### config.mk
export PLATFORM = sky130hd
export DESIGN_NAME = i2c_slv_top
export DESIGN_NICKNAME = d
export VERILOG_FILES = /design/src/rtl/i2c_slv_pkg.sv /design/src/rtl/i2c_slv_dpath.sv /design/src/rtl/i2c_slv_ctrl.sv /design/src/rtl/i2c_slv_top.sv
export SDC_FILE = /design/constraint.sdc
export NUM_CORES = 1
export LEC_CHECK = 0
export ABC_CLOCK_PERIOD_IN_PS = 2900
export CORE_UTILIZATION = 40
export DETAILED_ROUTE_END_ITERATION = 12
export SLEW_MARGIN = 25
export SYNTH_ARGS = -nofsm -noshare
export SYNTH_HDL_FRONTEND = slang
export SYNTH_SLANG_ARGS = --single-unit
### constraint.sdc
create_clock -name clk -period 2.9 [get_ports clk]
set_input_delay 0.58 -clock clk [delete_from_list [all_inputs] [get_ports clk]]
set_output_delay 0.58 -clock clk [all_outputs]
set_load 0.01 [all_outputs]
### src/rtl/i2c_slv_pkg.sv
package i2c_slv_pkg;

  localparam logic [1:0] SEL_OWN  = 2'd0;
  localparam logic [1:0] SEL_CTRL = 2'd1;
  localparam logic [1:0] SEL_STAT = 2'd2;
  localparam logic [1:0] SEL_DATA = 2'd3;

  typedef enum logic [2:0] {
    ST_IDLE,
    ST_ADDR,
    ST_ACK,
    ST_RX,
    ST_TX,
    ST_TXACK,
    ST_IGNORE
  } busState_t;

  // strobes from control to datapath
  typedef struct packed {
    logic cntClr;
    logic shiftIn;
    logic shiftOut;
    logic captureRx;
  } ctrlStrobe_t;

  // observations from datapath to control
  typedef struct packed {
    logic sclRise;
    logic sclFall;
    logic sclLevel;
    logic startDet;
    logic stopDet;
    logic byteDone;
    logic addrMatch;
    logic addrDir;
    logic sdaBit;
    logic txBit;
    logic dataAccess;
    logic en;
  } busEvent_t;

endpackage

### src/rtl/i2c_slv_dpath.sv
module i2c_slv_dpath
  import i2c_slv_pkg::*;
#(
  parameter int ADDR_W      = 7,
  parameter int DATA_W      = 8,
  parameter int SYNC_STAGES = 2
) (
  input  logic              clk,
  input  logic              rstN,
  input  logic              sclIn,
  input  logic              sdaIn,
  input  logic [1:0]        regSel,
  input  logic              regWr,
  input  logic              regRd,
  input  logic [DATA_W-1:0] regWdata,
  input  ctrlStrobe_t       strobe,
  input  logic              addrHit,
  input  logic              dirTx,
  input  logic              busy,
  output logic [DATA_W-1:0] regRdata,
  output busEvent_t         evt
);

  localparam int CNT_W = $clog2(DATA_W + 1);
  localparam logic [CNT_W-1:0] LAST_CNT = CNT_W'(DATA_W);

  logic [SYNC_STAGES-1:0] sclPipe, sdaPipe;
  logic sclPrev, sdaPrev, sclNow, sdaNow;
  logic [ADDR_W-1:0] ownAddr;
  logic enBit;
  logic [DATA_W-1:0] txReg, rxReg, shiftReg;
  logic [CNT_W-1:0] bitCnt;

  // two-stage synchronisers plus one history flop for edge detection
  always_ff @(posedge clk or negedge rstN) begin
    if (!rstN) begin
      sclPipe <= '1;
      sdaPipe <= '1;
      sclPrev <= 1'b1;
      sdaPrev <= 1'b1;
    end else begin
      sclPipe <= {sclPipe[SYNC_STAGES-2:0], sclIn};
      sdaPipe <= {sdaPipe[SYNC_STAGES-2:0], sdaIn};
      sclPrev <= sclNow;
      sdaPrev <= sdaNow;
    end
  end

  assign sclNow = sclPipe[SYNC_STAGES-1];
  assign sdaNow = sdaPipe[SYNC_STAGES-1];

  always_ff @(posedge clk or negedge rstN) begin
    if (!rstN) begin
      ownAddr <= '0;
      enBit   <= 1'b0;
      txReg   <= '1;
    end else begin
      if (regWr && regSel == SEL_OWN)  ownAddr <= regWdata[ADDR_W-1:0];
      if (regWr && regSel == SEL_CTRL) enBit   <= regWdata[0];
      if (regWr && regSel == SEL_DATA) txReg   <= regWdata;
      else if (strobe.shiftOut)        txReg   <= {txReg[DATA_W-2:0], 1'b1};
    end
  end

  always_ff @(posedge clk or negedge rstN) begin
    if (!rstN) begin
      bitCnt   <= '0;
      shiftReg <= '0;
      rxReg    <= '0;
    end else begin
      if (strobe.cntClr) bitCnt <= '0;
      else if (strobe.shiftIn || strobe.shiftOut) bitCnt <= bitCnt + 1'b1;
      if (strobe.shiftIn) shiftReg <= {shiftReg[DATA_W-2:0], sdaNow};
      if (strobe.captureRx) rxReg <= shiftReg;
    end
  end

  always_comb begin
    regRdata = '0;
    case (regSel)
      SEL_OWN:  regRdata[ADDR_W-1:0] = ownAddr;
      SEL_CTRL: regRdata[0] = enBit;
      SEL_STAT: regRdata[2:0] = {busy, dirTx, addrHit};
      default:  regRdata = rxReg;
    endcase
  end

  always_comb begin
    evt.sclRise    = sclNow && !sclPrev;
    evt.sclFall    = !sclNow && sclPrev;
    evt.sclLevel   = sclNow;
    evt.startDet   = sclNow && sclPrev && sdaPrev && !sdaNow;
    evt.stopDet    = sclNow && sclPrev && !sdaPrev && sdaNow;
    evt.byteDone   = (bitCnt == LAST_CNT);
    evt.addrMatch  = (shiftReg[DATA_W-1 -: ADDR_W] == ownAddr);
    evt.addrDir    = shiftReg[0];
    evt.sdaBit     = sdaNow;
    evt.txBit      = txReg[DATA_W-1];
    evt.dataAccess = (regWr || regRd) && (regSel == SEL_DATA);
    evt.en         = enBit;
  end

  // the bit counter never runs past one byte
  p_count_bound_r6: assert property (@(posedge clk) disable iff (!rstN)
    bitCnt <= LAST_CNT);

  // receive and transmit shifting never overlap
  p_one_shift_r8: assert property (@(posedge clk) disable iff (!rstN)
    !(strobe.shiftIn && strobe.shiftOut));

endmodule

### src/rtl/i2c_slv_ctrl.sv
module i2c_slv_ctrl
  import i2c_slv_pkg::*;
(
  input  logic        clk,
  input  logic        rstN,
  input  busEvent_t   evt,
  output ctrlStrobe_t strobe,
  output logic        sdaPullLow,
  output logic        sclPullLow,
  output logic        irq,
  output logic        addrHit,
  output logic        dirTx,
  output logic        busy
);

  busState_t state, nextState;
  logic pending, ackSeen, addrEvt, byteEvt;

  always_comb begin
    strobe    = '0;
    nextState = state;
    addrEvt   = 1'b0;
    byteEvt   = 1'b0;
    if (!evt.en) begin
      nextState = ST_IDLE;
    end else if (evt.startDet) begin
      nextState     = ST_ADDR;
      strobe.cntClr = 1'b1;
    end else if (evt.stopDet) begin
      nextState = ST_IDLE;
    end else begin
      case (state)
        ST_ADDR: begin
          if (evt.sclRise && !evt.byteDone) strobe.shiftIn = 1'b1;
          if (evt.sclFall && evt.byteDone) begin
            if (evt.addrMatch) begin
              nextState = ST_ACK;
              addrEvt   = 1'b1;
            end else begin
              nextState = ST_IGNORE;
            end
          end
        end
        ST_ACK: begin
          if (evt.sclFall) begin
            strobe.cntClr = 1'b1;
            nextState     = dirTx ? ST_TX : ST_RX;
          end
        end
        ST_RX: begin
          if (evt.sclRise && !evt.byteDone) strobe.shiftIn = 1'b1;
          if (evt.sclFall && evt.byteDone) begin
            strobe.captureRx = 1'b1;
            byteEvt          = 1'b1;
            nextState        = ST_ACK;
          end
        end
        ST_TX: begin
          if (evt.byteDone) begin
            byteEvt   = 1'b1;
            nextState = ST_TXACK;
          end else if (evt.sclFall) begin
            strobe.shiftOut = 1'b1;
          end
        end
        ST_TXACK: begin
          if (evt.sclFall) begin
            if (ackSeen) begin
              nextState     = ST_TX;
              strobe.cntClr = 1'b1;
            end else begin
              nextState = ST_IGNORE;
            end
          end
        end
        default: ;
      endcase
    end
  end

  always_ff @(posedge clk or negedge rstN) begin
    if (!rstN) begin
      state   <= ST_IDLE;
      pending <= 1'b0;
      addrHit <= 1'b0;
      dirTx   <= 1'b0;
      busy    <= 1'b0;
      ackSeen <= 1'b0;
    end else begin
      state <= nextState;
      if (state == ST_TXACK && evt.sclRise) ackSeen <= !evt.sdaBit;
      if (!evt.en) begin
        pending <= 1'b0;
        addrHit <= 1'b0;
        busy    <= 1'b0;
      end else begin
        if (evt.startDet) busy <= 1'b1;
        else if (evt.stopDet) busy <= 1'b0;
        if (addrEvt || byteEvt) pending <= 1'b1;
        else if (evt.dataAccess) pending <= 1'b0;
        if (addrEvt) begin
          addrHit <= 1'b1;
          dirTx   <= evt.addrDir;
        end else if (byteEvt) begin
          addrHit <= 1'b0;
        end
      end
    end
  end

  assign irq        = pending;
  assign sdaPullLow = (state == ST_ACK) || (state == ST_TX && !evt.txBit);
  assign sclPullLow = pending && (state == ST_RX || state == ST_TX);

  // START marks the bus busy, a lone STOP frees it
  p_busy_on_start_r1: assert property (@(posedge clk) disable iff (!rstN)
    (evt.en && evt.startDet) |=> busy);
  p_free_on_stop_r1: assert property (@(posedge clk) disable iff (!rstN)
    (evt.en && evt.stopDet && !evt.startDet) |=> !busy);

  // a fresh address hit always comes with an interrupt
  p_hit_raises_irq_r2: assert property (@(posedge clk) disable iff (!rstN)
    $rose(addrHit) |-> irq);

  // a data-register access releases the stretched clock
  p_release_on_access_r7: assert property (@(posedge clk) disable iff (!rstN)
    (evt.en && evt.dataAccess && !addrEvt && !byteEvt) |=> !sclPullLow);

  // while transmitting, SDA holds steady across an SCL high phase
  p_sda_steady_r8: assert property (@(posedge clk) disable iff (!rstN)
    (state == ST_TX && $past(state) == ST_TX && evt.sclLevel &&
     $past(evt.sclLevel) && !$past(evt.dataAccess)) |-> $stable(sdaPullLow));

  // with the enable off the block goes quiet
  p_off_is_quiet_r10: assert property (@(posedge clk) disable iff (!rstN)
    !evt.en |=> (!irq && !busy && !sdaPullLow && !sclPullLow));

endmodule

### src/rtl/i2c_slv_top.sv
module i2c_slv_top
  import i2c_slv_pkg::*;
#(
  parameter int ADDR_W      = 7,
  parameter int DATA_W      = 8,
  parameter int SYNC_STAGES = 2
) (
  input  logic              clk,
  input  logic              rstN,
  input  logic              sclIn,
  input  logic              sdaIn,
  output logic              sclPullLow,
  output logic              sdaPullLow,
  input  logic [1:0]        regSel,
  input  logic              regWr,
  input  logic              regRd,
  input  logic [DATA_W-1:0] regWdata,
  output logic [DATA_W-1:0] regRdata,
  output logic              irq
);

  ctrlStrobe_t strobe;
  busEvent_t   evt;
  logic addrHit, dirTx, busy;

  i2c_slv_dpath #(
    .ADDR_W(ADDR_W),
    .DATA_W(DATA_W),
    .SYNC_STAGES(SYNC_STAGES)
  ) uDpath (
    .clk(clk),
    .rstN(rstN),
    .sclIn(sclIn),
    .sdaIn(sdaIn),
    .regSel(regSel),
    .regWr(regWr),
    .regRd(regRd),
    .regWdata(regWdata),
    .strobe(strobe),
    .addrHit(addrHit),
    .dirTx(dirTx),
    .busy(busy),
    .regRdata(regRdata),
    .evt(evt)
  );

  i2c_slv_ctrl uCtrl (
    .clk(clk),
    .rstN(rstN),
    .evt(evt),
    .strobe(strobe),
    .sdaPullLow(sdaPullLow),
    .sclPullLow(sclPullLow),
    .irq(irq),
    .addrHit(addrHit),
    .dirTx(dirTx),
    .busy(busy)
  );

endmodule

==> results of run 1 <==
-- final timing paths --
check | from | end | slack, ns | depth (start not counted)
worst max-delay path | regSel[1] | regRdata[0] | 0.09 | 3
worst min-delay path | rstN | uCtrl.ackSeen | 0.36 | 2
worst max register to register | uDpath.bitCnt[0] | uDpath.shiftReg[6] | 0.74 | 6
worst min register to register | uDpath.sclPipe[0] | uDpath.sclPipe[1] | 0.36 | 0
max in group asynchronous | rstN | uDpath.ownAddr[2] | 2.11 | 2
min in group clk | uDpath.sclPipe[0] | uDpath.sclPipe[1] | 0.36 | 0
-- layout make-up --
class	instances	area, sq um
Tap cell	75	93.8
Multi-Input combinational cell	152	1210
Sequential cell	50	1270
Fill cell	579	3050
Clock buffer	8	80.1
Inverter	6	22.5
Timing Repair Buffer	32	303
-- worst max-delay path, cell delays in order --
cell	delay [ns]
clkdlybuf4s50_1	0.61
mux4_2	0.55
clkdlybuf4s50_1	0.49
-- state kept, by name, indices dropped and copies added, names as in the netlist --
| signal | count |
|---|---|
| uDpath.bitCnt | 4 |
| uDpath.rxReg | 8 |
| uDpath.sdaPrev | 1 |
| uDpath.sclPrev | 1 |
| uDpath.txReg | 8 |
| uCtrl.irq | 1 |
| uCtrl.state | 3 |
| uCtrl.addrHit | 1 |
| uDpath.sdaPipe | 2 |
| uDpath.ownAddr | 7 |
| uCtrl.busy | 1 |
| uCtrl.dirTx | 1 |
| uCtrl.ackSeen | 1 |
| uDpath.sclPipe | 2 |
| uDpath.enBit | 1 |
| uDpath.shiftReg | 8 |
-- per-layer routing --
layer / part of all wire [%] / GRT usage, %
met1: 50 / 26.5
met2: 46 / 29.4
met3: 2.9 / 3.89
met4: 0.99 / 4.74
met5: 0 / 0
-- synth_stat cells (all sizes together) (2+ instances only) --
| library cell | number |
|---|---|
| nor3b | 4 |
| nand2b | 4 |
| and2 | 3 |
| a211oi | 2 |
| clkbuf | 5 |
| nand2 | 15 |
| inv | 6 |
| dfstp | 14 |
| nor2b | 4 |
| nand4 | 3 |
| nor4 | 3 |
| dfrtp | 36 |
| mux2 | 28 |
| nand3b | 4 |
| a31oi | 3 |
| buf | 4 |
| ha | 2 |
| nand3 | 5 |
| mux2i | 9 |
| and3 | 2 |
| o31ai | 2 |
| xor2 | 8 |
| nor2 | 4 |
| o21ai | 12 |
| a21boi | 2 |
| a22o | 6 |
| a311oi | 2 |
| a21oi | 9 |
-- cells by family (layout without fill, tap and decap cells) --
| group | count (synthesis) | count (layout) |
|---|---|---|
| fa+ha+maj | 2 | 2 |
| flops | 50 | 50 |
| simple gates | 57 | 57 |
| xor+xnor | 8 | 8 |
| mux | 38 | 38 |
| compound gates | 47 | 47 |
| buf+inv | 15 | 46 |
-- where the power goes --
part | leakage [nW] | internal, mW | switching, mW
logic | 0.691 | 0.0973 | 0.0867
registers | 0.633 | 0.760 | 0.0466
clock network | 0.0395 | 0.172 | 0.225
-- timing repair --
item	in CTS	in global routing
resized for setup	0	1
buffers inserted	0	0
setup endpoints to repair	0	1
==> flow_metrics.py, run 1 <==
metrics = {
    "status": {
        "status": "completed",
    },
    "routing": {
        "vias": 1759,
        "drtIter0Drc": 101,
        "first_pass_iters": 4,
        "drc_errors": 0,
        "wire_per_inst_um": 16.9,
        "ant_nets": 0,
        "avgViaCountPerCell": 5.45,
        "routed_wl_mm": 5.45,
    },
    "clocking": {
        "ctsLongestPathBuffers": 2,
        "cts.sinks": 50,
        "h-tree-depth": 2,
        "root_buffer": "clkbuf_8",
        "numCtsBuffers": 5,
        "worstSkewPairLatency_ns": 0.30,
        "clk_pin_slew_worst_paths_ns": 0.09,
        "cts_hold_buf": 0,
        "cts_tree": "built",
    },
    "synth": {
        "yosys.area_share.adder_pct": 0.984,
        "ys_types": 49,
        "synth_top_area_share_pct": 35.4,
        "ys_ff_latch": 50,
        "ys_top_cells_by_area": "dfrtp_1, dfstp_2, mux2_2",
        "synthXorXnorAreaFrac_pct": 2.76,
        "syn_nets": 235,
        "synth_top_family_by_area": "multiplexers",
        "synthMuxAreaShare_pct": 16.8,
        "synth_area_sq_um": 2540,
        "syn_area_per_cell_sq_um": 11.7,
        "synth.yosys.seq_area_share_pct": 49.9,
        "synth_edf_count": 0,
        "yosys_warnings": 0,
        "synth_area_leader_cell": "dfrtp_1",
        "async_reset_ff_share_pct": 100,
        "yosys.area_share.simple_pct": 14.6,
        "ys.flop_type": "dfrtp_1",
        "synth_compound_area_share_pct": 12.5,
        "syn_inst": 217,
    },
    "global_routing": {
        "grt_max_degree": 51,
        "grt_pass1_vias": 1781,
        "grt_overflow": 0,
        "antenna_found_initial": 0,
        "grt_usage_pct": 18.8,
        "grt_pass1_wl_mm": 9.23,
    },
    "hold_path": {
        "hp-class": "input pin to asynchronous set/reset pin",
    },
    "pwr": {
        "p_per_area_nw_per_um2": 466,
        "finalPower_mw": 1.39,
        "peakVddDrop_mv": 0.331,
        "total_leakage_power_nw": 1.36,
    },
    "final_layout": {
        "final_core_util_pct": 49.5,
        "nets": 265,
        "fin_cells": 323,
        "syn_to_final_growth_pct": 17.2,
        "layout_common_cells": "dfrtp_1, mux2_2, clkdlybuf4s50_1",
        "layout_commonest_cell": "dfrtp_1",
        "antennaDiodeCount": 0,
        "layout-drive-gt1-share_pct": 25.0,
        "fin_area_sq_um": 2980,
    },
    "timing": {
        "max_slew.worst_pin.slew_ns": 0.616,
        "relSlewSlack_pct": 58.6,
        "setup_violations": 0,
        "fin_crit_sh_pct": 96.9,
        "setup-tns-final_ns": 0,
        "max_freq_mhz": 356,
        "rsz0062_at_grt": "false",
        "drv_slew": 0,
        "finClkSkew_ns": 0.00884,
        "fin_hold_ws_ns": 0.358,
        "min_period_ns": 2.81,
        "hold_viol_final": 0,
        "timing.final.ws_setup_ns": 0.0904,
    },
    "placed_design": {
        "dp_hpwl_mm": 3.79,
        "dp.cells": 315,
        "port_buffers": 26,
        "gp_congestion": 0.756,
        "place_area_sq_um": 2900,
        "pre_cts_slack_ns": 0.0594,
    },
    "floorplan": {
        "num_rows": 28,
        "dieArea_sq_um": 6680,
        "io_pins": 27,
        "core_sq_um": 6030,
        "initial_core_util_pct": 42.2,
        "floorplan.die.height_um": 81.7,
        "dieWidth_um": 81.7,
    },
    "setup_path": {
        "cp_max_fo": 6,
        "worst_setup_path_start_kind": "input pin",
        "worstSetupPathType": "input pin to output pin",
        "end_kind": "output pin",
        "cp.arrival_ns": 2.23,
        "crit_required_ns": 2.32,
    },
    "run": {
        "drv_cap": 0,
    },
}
Power figures use the tool's default switching activity.
==> run 2, diff against run 1 <==
- SETUP_SLACK_MARGIN: default -> 0.4
==> flow_metrics.py, run 2 (same netlist as run 1, synthesis figures left out) <==
metrics = {
    "status": {
        "status": "completed",
    },
    "hold_path": {
        "hp-class": "input pin to asynchronous set/reset pin",
    },
    "final_layout": {
        "multi_input_area_sq_um": 1220,
        "reg_top3": "uDpath.rxReg x8, uDpath.shiftReg x8, uDpath.txReg x8",
        "regArea_sq_um": 1270,
        "layout_commonest_cell": "dfrtp_1",
        "layout-drive-gt1-share_pct": 28.3,
        "fin_area_sq_um": 3010,
        "syn_to_final_growth_pct": 18.5,
        "nets": 268,
        "layout_common_cells": "dfrtp_1, mux2_2, clkdlybuf4s50_1",
        "antennaDiodeCount": 0,
        "fill_cells": 579,
    },
    "setup_path": {
        "cpPeakStageDelay_ns": 0.52,
        "crit_family": "buffers and inverters",
        "crit_required_ns": 2.32,
        "worst_setup_path_start_kind": "input pin",
        "crit_slowest_cell": "mux4_2",
        "cp.arrival_ns": 1.85,
        "worstSetupPathType": "input pin to output pin",
        "crit_chain": "clkdlybuf4s15_2 -> mux4_2 -> clkdlybuf4s50_1",
        "end_kind": "output pin",
        "worst-path-buf-inv": 2,
        "cp_max_fo": 6,
    },
    "floorplan": {
        "initial_core_util_pct": 42.2,
        "dieArea_sq_um": 6680,
        "floorplan.die.height_um": 81.7,
        "core_sq_um": 6030,
        "num_rows": 28,
        "io_pins": 27,
        "dieWidth_um": 81.7,
    },
    "clocking": {
        "cts.sinks": 50,
        "ctsLongestPathBuffers": 2,
        "clk_pin_slew_worst_paths_ns": 0.09,
        "h-tree-depth": 2,
        "root_buffer": "clkbuf_8",
        "numCtsBuffers": 5,
        "cts_tree": "built",
        "worstSkewPairLatency_ns": 0.30,
        "cts_hold_buf": 0,
    },
    "pwr": {
        "p_per_area_nw_per_um2": 460,
        "total_leakage_power_nw": 1.39,
        "finalPower_mw": 1.39,
        "peakVddDrop_mv": 0.330,
    },
    "timing": {
        "setup_violations": 0,
        "drv_slew": 0,
        "max_slew.worst_pin.slew_ns": 0.627,
        "hold_viol_final": 0,
        "setup-tns-final_ns": 0,
        "finClkSkew_ns": 0.00906,
        "max_freq_mhz": 411,
        "fin_crit_sh_pct": 84.0,
        "rsz0062_at_grt": "false",
        "min_period_ns": 2.43,
        "relSlewSlack_pct": 58.2,
    },
    "routing": {
        "vias": 1776,
        "drc_errors": 0,
        "ant_nets": 0,
        "first_pass_iters": 4,
        "avgViaCountPerCell": 5.45,
        "drtIter0Drc": 96,
        "wire_per_inst_um": 16.9,
        "routed_wl_mm": 5.52,
    },
    "placed_design": {
        "place_area_sq_um": 2900,
        "port_buffers": 26,
        "dp_hpwl_mm": 3.79,
        "gp_congestion": 0.756,
    },
    "global_routing": {
        "grt_pass1_wl_mm": 9.29,
        "grt_pass1_vias": 1792,
        "grt_max_degree": 51,
        "grt_overflow": 0,
        "grt_usage_pct": 19.0,
        "antenna_found_initial": 0,
    },
    "run": {
        "drv_cap": 0,
    },
}
==> run 2: changes by cell type in the layout (fill, tap and decap cells not counted) <==
cell             delta
clkdlybuf4s15_2     +2
nor2_1              -1
dfrtp_1             -2
clkdlybuf4s50_1     -3
buf_4               +3
nor2_2              +1
dfrtp_2             +2
nor2b_1             -1
nor2b_2             +1
dlygate4sd2_1       +1
==> run 2: repair_timing <==
action,CTS,global route
setup buffers,3,0
endpoints found under the setup margin,10,2
gates resized for setup,10,2
==> run 2: worst register-to-register path, stage by stage (launching register included) <==
cell      delay (ns)
dfrtp_1         0.42
inv_1           0.09
ha_1            0.17
nand3b_1        0.31
and2_1          0.33
nand2_1         0.33
mux2_2          0.39
==> run 2: area by class of cell <==
type / instances / area share [%]
sequential: 50 / 42.2
multi-input combinational: 152 / 40.4
timing repair buffer: 35 / 10.8
tap: 75 / 3.12
clock buffer: 8 / 2.66
inverter: 6 / 0.748
==> run 2: worst paths after layout <==
path	start	to	slack, ns	depth (start not counted)
setup / recovery	regSel[1]	regRdata[0]	0.47	3
hold / removal	rstN	uCtrl.ackSeen	0.36	2
setup reg to reg	uDpath.bitCnt[0]	uDpath.shiftReg[6]	0.74	6
hold reg to reg	uDpath.sclPipe[0]	uDpath.sclPipe[1]	0.36	0
max in group asynchronous	rstN	uCtrl.state[2]	2.08	2
min in group clk	uDpath.sclPipe[0]	uDpath.sclPipe[1]	0.36	0
==> run 2: power by group <==
part | internal [mW] | leakage [nW] | total [mW] | switching (mW)
clock network | 0.172 | 0.0395 | 0.395 | 0.223
logic | 0.0969 | 0.721 | 0.184 | 0.0871
registers | 0.760 | 0.629 | 0.807 | 0.0465
total | 1.03 | 1.39 | 1.39 | 0.357
==> run 2: per-layer routing <==
| metal | vias up | part of all wire, % | GRT usage (%) |
|---|---|---|---|
| li1 | 862 | - | - |
| met2 | 35 | 47 | 29.8 |
| met1 | 875 | 49 | 26.7 |
| met3 | 4 | 3.3 | 3.89 |
| met5 | - | 0 | 0 |
| met4 | 0 | 0.76 | 4.74 |
==> run 2: stage by stage <==
step           hold slack (ns)  worst slack (ns)  utilization (%)  instances
2_1_floorplan            0.284             0.876                -        217
3_3_place_gp             0.346            0.0878             48.1        315
3_5_place_dp             0.347            0.0594             48.1        315
4_1_cts                  0.360             0.413             49.9        326
5_1_grt                  0.366             0.427             50.0        326
6_report                 0.358             0.465             50.0        326
